$ cat config.mk
export PLATFORM = sky130hd
export DESIGN_NAME = xsr_mask_unit
export DESIGN_NICKNAME = d
export VERILOG_FILES = /design/src/rtl/xsr_pkg.sv /design/src/rtl/xsr_form_decode.sv /design/src/rtl/xsr_track.sv /design/src/rtl/xsr_mask_unit.sv
export SDC_FILE = /design/constraint.sdc
export NUM_CORES = 1
export LEC_CHECK = 0
export ABC_AREA = 1
export BUFFER_PORTS_ARGS = -buffer_cell sky130_fd_sc_hd__clkbuf_2
export CORE_AREA = 2 2 204 206
export CTS_BUF_LIST = sky130_fd_sc_hd__clkbuf_8
export DETAILED_ROUTE_END_ITERATION = 8
export DIE_AREA = 0 0 206 208
export REMOVE_ABC_BUFFERS = 1
export SLEW_MARGIN = 20
export SYNTH_ARGS = -nofsm -noshare
export SYNTH_HDL_FRONTEND = slang
export SYNTH_HIERARCHICAL = 1
export SYNTH_SLANG_ARGS = --single-unit
$ cat constraint.sdc
create_clock -name clk -period 1.9 [get_ports clk]
set_input_delay 0.38 -clock clk [delete_from_list [all_inputs] [get_ports clk]]
set_output_delay 0.38 -clock clk [all_outputs]
set_load 0.02 [all_outputs]
$ cat src/rtl/xsr_pkg.sv
package xsr_pkg;
  localparam int XW = 64;

  typedef struct packed {
    logic [XW-1:0] load;
    logic [XW-1:0] init;
    logic          csr_load;
    logic          csr_init;
  } xsr_plan_t;
endpackage

$ cat src/rtl/xsr_form_decode.sv
module xsr_form_decode #(
  parameter int W        = xsr_pkg::XW,
  parameter int FORM_BIT = W - 1,
  parameter int SSE_BIT  = 1,
  parameter int WIDE_BIT = 2
) (
  input  logic [W-1:0]      req,
  input  logic [W-1:0]      present,
  input  logic [W-1:0]      format,
  output xsr_pkg::xsr_plan_t plan
);
  localparam logic [W-1:0] COMP_MASK = ~({{(W-1){1'b0}}, 1'b1} << FORM_BIT);

  logic         compact;
  logic [W-1:0] raw_ld;
  logic [W-1:0] raw_in;

  assign compact = format[FORM_BIT];

  for (genvar i = 0; i < W; i++) begin : g_bit
    logic std_ld, std_in, cmp_ld, cmp_in;
    assign std_ld    = req[i] & present[i];
    assign std_in    = req[i] & ~present[i];
    assign cmp_ld    = std_ld & format[i];
    assign cmp_in    = std_in | (req[i] & ~format[i]);
    assign raw_ld[i] = compact ? cmp_ld : std_ld;
    assign raw_in[i] = compact ? cmp_in : std_in;
  end

  always_comb begin
    plan          = '0;
    plan.load     = raw_ld & COMP_MASK;
    plan.init     = raw_in & COMP_MASK;
    plan.csr_load = compact ? raw_ld[SSE_BIT] : (req[SSE_BIT] | req[WIDE_BIT]);
    plan.csr_init = compact & raw_in[SSE_BIT];
  end
endmodule

$ cat src/rtl/xsr_track.sv
module xsr_track #(
  parameter int W = xsr_pkg::XW
) (
  input  logic         clk,
  input  logic         rst_n,
  input  logic         upd,
  input  logic [W-1:0] load,
  input  logic [W-1:0] init,
  input  logic [W-1:0] req,
  output logic [W-1:0] inuse,
  output logic [W-1:0] modified
);
  for (genvar i = 0; i < W; i++) begin : g_use
    always_ff @(posedge clk or negedge rst_n) begin
      if (!rst_n)               inuse[i] <= 1'b0;
      else if (upd && load[i])  inuse[i] <= 1'b1;
      else if (upd && init[i])  inuse[i] <= 1'b0;
    end
  end

  always_ff @(posedge clk or negedge rst_n) begin
    if (!rst_n)   modified <= '0;
    else if (upd) modified <= ~req;
  end
endmodule

$ cat src/rtl/xsr_mask_unit.sv
module xsr_mask_unit #(
  parameter int W        = xsr_pkg::XW,
  parameter int FORM_BIT = W - 1,
  parameter int SSE_BIT  = 1,
  parameter int WIDE_BIT = 2
) (
  input  logic         clk,
  input  logic         rst_n,
  input  logic         start_valid,
  output logic         start_ready,
  input  logic [W-1:0] instr_mask,
  input  logic [W-1:0] feat_en,
  input  logic [W-1:0] hdr_present,
  input  logic [W-1:0] hdr_format,
  output logic [W-1:0] load_vec,
  output logic [W-1:0] init_vec,
  output logic         csr_load,
  output logic         csr_init,
  output logic         done,
  output logic [W-1:0] inuse,
  output logic [W-1:0] modified
);
  logic               accept;
  logic [W-1:0]       req;
  xsr_pkg::xsr_plan_t plan;

  assign start_ready = ~done;
  assign accept      = start_valid & start_ready;
  assign req         = instr_mask & feat_en;

  xsr_form_decode #(.W(W), .FORM_BIT(FORM_BIT), .SSE_BIT(SSE_BIT), .WIDE_BIT(WIDE_BIT)) u_dec (
    .req(req), .present(hdr_present), .format(hdr_format), .plan(plan)
  );

  xsr_track #(.W(W)) u_trk (
    .clk(clk), .rst_n(rst_n), .upd(accept), .load(plan.load), .init(plan.init),
    .req(req), .inuse(inuse), .modified(modified)
  );

  always_ff @(posedge clk or negedge rst_n) begin
    if (!rst_n) begin
      load_vec <= '0;
      init_vec <= '0;
      csr_load <= 1'b0;
      csr_init <= 1'b0;
      done     <= 1'b0;
    end else begin
      done     <= accept;
      csr_load <= accept & plan.csr_load;
      csr_init <= accept & plan.csr_init;
      if (accept) begin
        load_vec <= plan.load;
        init_vec <= plan.init;
      end
    end
  end
endmodule

==> reports/qor.txt <==
EDFF count, synth -> 0
DIE AREA -> 42,800 sq um
H-tree levels -> 2
Crit. End Element -> primary output
Antenna viol nets, final -> 0
Worst r2r dst -> u_trk/inuse[11]
Vias in the first global route -> 12,400
Fin Clk Skew -> 0.0160 ns
Antenna violations before repair -> 0
Post-DR vias/cell -> 4.39
Async S/R FF share, synth -> 1.00
Clock power frac -> 0.358
Hold Slack -> 0.102 ns
WL/cell -> 14.4 um
Peak supply drop -> 0.000476 V
Mapped Area -> 12,500 sq um
Die Wd -> 206 um
Crit-path slowest cell -> dfrtp_1
Ant. Diodes -> 0
Clock net sink count -> 259
Sequential fraction of the synthesis area -> 0.518
Critical Path Max Stage Delay -> 0.40 ns
CP required -> 1.52 ns
Final Non-Filler Cells -> 2,841
Largest cells by area after synthesis -> dfrtp_1 52%, nand2_1 27%, inv_1 7.7%
Crit Reg-Reg Startpoint -> done
Min-delay src -> hdr_present[3]
Maximum fanout along the worst path -> 7
Syn-to-layout area delta -> 34.0%
Top-count cell post-synth -> nand2_1
Sw frac -> 0.331
Logic pwr share -> 0.228
Tmin final -> 1.78 ns
Multi-input gate area -> 4600 sq um
Total global routing track utilization -> 0.189
Layout cell share with drive strength beyond 1 -> 0.268
Post-Synthesis Cells -> 1,754
Fin crit share -> 0.936
Fin nets -> 2,532
RePlAce Congestion -> 0.831
Setup violators final -> 0
P_int -> 10,800 uW
Vias post-DR -> 12,500
TritonCTS buffer count -> 48
Reg2reg path depth -> 8
Unique masters post-synth -> 15
Largest net degree at the start of global routing -> 68
Post-route setup slack -> 0.122 ns
Inst Count DP -> 2,753
Fin util -> 0.413
Row count -> 74
Status -> complete, no violations
DRT iter0 DRCs -> 645
YS warnings -> 6
Largest area contributor in the netlist -> dfrtp_1
Clk root buf -> clkbuf_8
Hold Vio Cnt, Final -> 0
Clock transition at path regs -> 0.06 ns
Die height -> 208 um
FF+latch count, synth -> 259
DR DRC count -> 0
Fill count -> 4,277
LEAKAGE -> 0.0104 uW
Top cell type's share of synthesized area -> 0.518
FF/Latch Area -> 6480 sq um
Sequential power share -> 0.414
Ys flop type -> dfrtp_1
Reg-to-reg slack, setup -> 0.20 ns
GRT Residual Overflow -> 0
CTS tree -> yes
Max-slew violations -> 0
Dpl ws -> 0.340 ns
RSZ-0062 raised after global routing -> false
Average size of a mapped cell -> 7.13 sq um
NetSw -> 5320 uW
IO Port Bufs -> 517
WL final -> 41,000 um
Synth cell count leaders -> 896 x nand2_1, 259 x dfrtp_1, 258 x inv_1
Global-route wire length before repair -> 64,200 um
Max Buffers Root-to-Sink -> 3
Crit Path Class -> reg -> out
Starting Density -> 0.308
CP startpoint kind -> flip-flop
Worst hold path cell count -> 4
Dpl hpwl -> 29,200 um
Hold EP -> init_vec[3]
WP data arrival -> 1.40 ns
Power per cell area -> 960 nW/um^2
Latest clock arrival within the worst-skew pair -> 0.59 ns
TritonRoute pass-1 iters -> 5
Hold Crit Class -> in -> reg
I/O pin count -> 519
Critical path cell sequence -> inv_4, buf_4, clkbuf_2
Peak Freq -> 0.562 GHz
Max cap viols -> 0
CORE AREA -> 40,600 sq um
-- power groups by stage --
stage	Sequential [uW]	Clock, uW	Combinational (uW)
4_1_cts	6650	5970	3720
3_5_place_dp	6730	0	3710
2_1_floorplan	7580	0	1050
3_3_place_gp	6720	0	3670
6_report	6650	5760	3670
5_1_grt	6730	6230	4040
-- timing repair --
item | in CTS | in global routing
hold buffers | 1 | 0
hold endpoints to repair | 40 | 0
setup buffers | 1 | 0
gates resized for setup | 0 | 0
setup endpoints to repair | 1 | 0
-- critical path: cells and delay by family (launching register included) --
family / cells / cell delay (ns)
flip-flops: 1 / 0.40
buffers and inverters: 3 / 0.40
-- cell type report --
type,instances,area share
clock inverters,23,0.0105
repair buffers,546,0.178
flip-flops and latches,259,0.387
clock buffers,63,0.0518
multi-input cells,1158,0.275
well taps,532,0.0397
inverters,260,0.0587
-- registers in the layout (all words and copies together), names as in the netlist --
signal          count
init_vec           64
load_vec           64
u_trk/inuse        64
u_trk/modified     64
csr_init            1
csr_load            1
done                1
-- per-layer routing --
metal	track usage	vias up	wire length (um)
li1	-	6226	-
met1	0.215	5738	16200
met2	0.329	435	20100
met3	0.0564	70	3510
met4	0.0736	0	1200
met5	0	-	0
-- how the worst max path moves through the flow --
stage               from                 to  slack (ns)
floorplan           done  u_trk/modified[0]       -5.72
global placement    done    u_trk/inuse[50]        0.36
detailed placement  done    u_trk/inuse[20]        0.34
CTS                 done        start_ready        0.03
global route        done        start_ready        0.02
finish              done        start_ready        0.12
-- through the flow --
stage | area [sq um] | power [uW] | setup TNS, ns
4_1_cts | 16800 | 16300 | 0
5_1_grt | 16800 | 17000 | 0
2_1_floorplan | 12100 | 8640 | -838.50
6_report | 16800 | 16100 | 0
3_3_place_gp | 15700 | 10400 | 0
3_5_place_dp | 15700 | 10400 | 0
-- cells by family after synthesis --
kind of cell	after synthesis	share of synthesized area
simple gates	1090	0.340
compound gates	66	0.0264
buf+inv	338	0.115
flops	259	0.518
other cells	1	0.000300
-- cells in the final DEF, fill, tap and decap left out, drive strengths merged --
| cell type | synthesis | final |
|---|---|---|
| nand2 | 897 | 897 |
| clkbuf | 9 | 578 |
| inv | 260 | 276 |
| dfrtp | 259 | 259 |
| nand3 | 128 | 128 |
| nor2 | 64 | 64 |
| a21oi | 64 | 64 |
| buf | 69 | 30 |
| bufinv | 0 | 3 |
| clkinvlp | 0 | 2 |
| clkinv | 0 | 2 |
| o21ai | 2 | 2 |
| conb | 1 | 2 |
| dlygate4sd3 | 0 | 1 |
| nand4 | 1 | 1 |
Power figures use the tool's default switching activity.
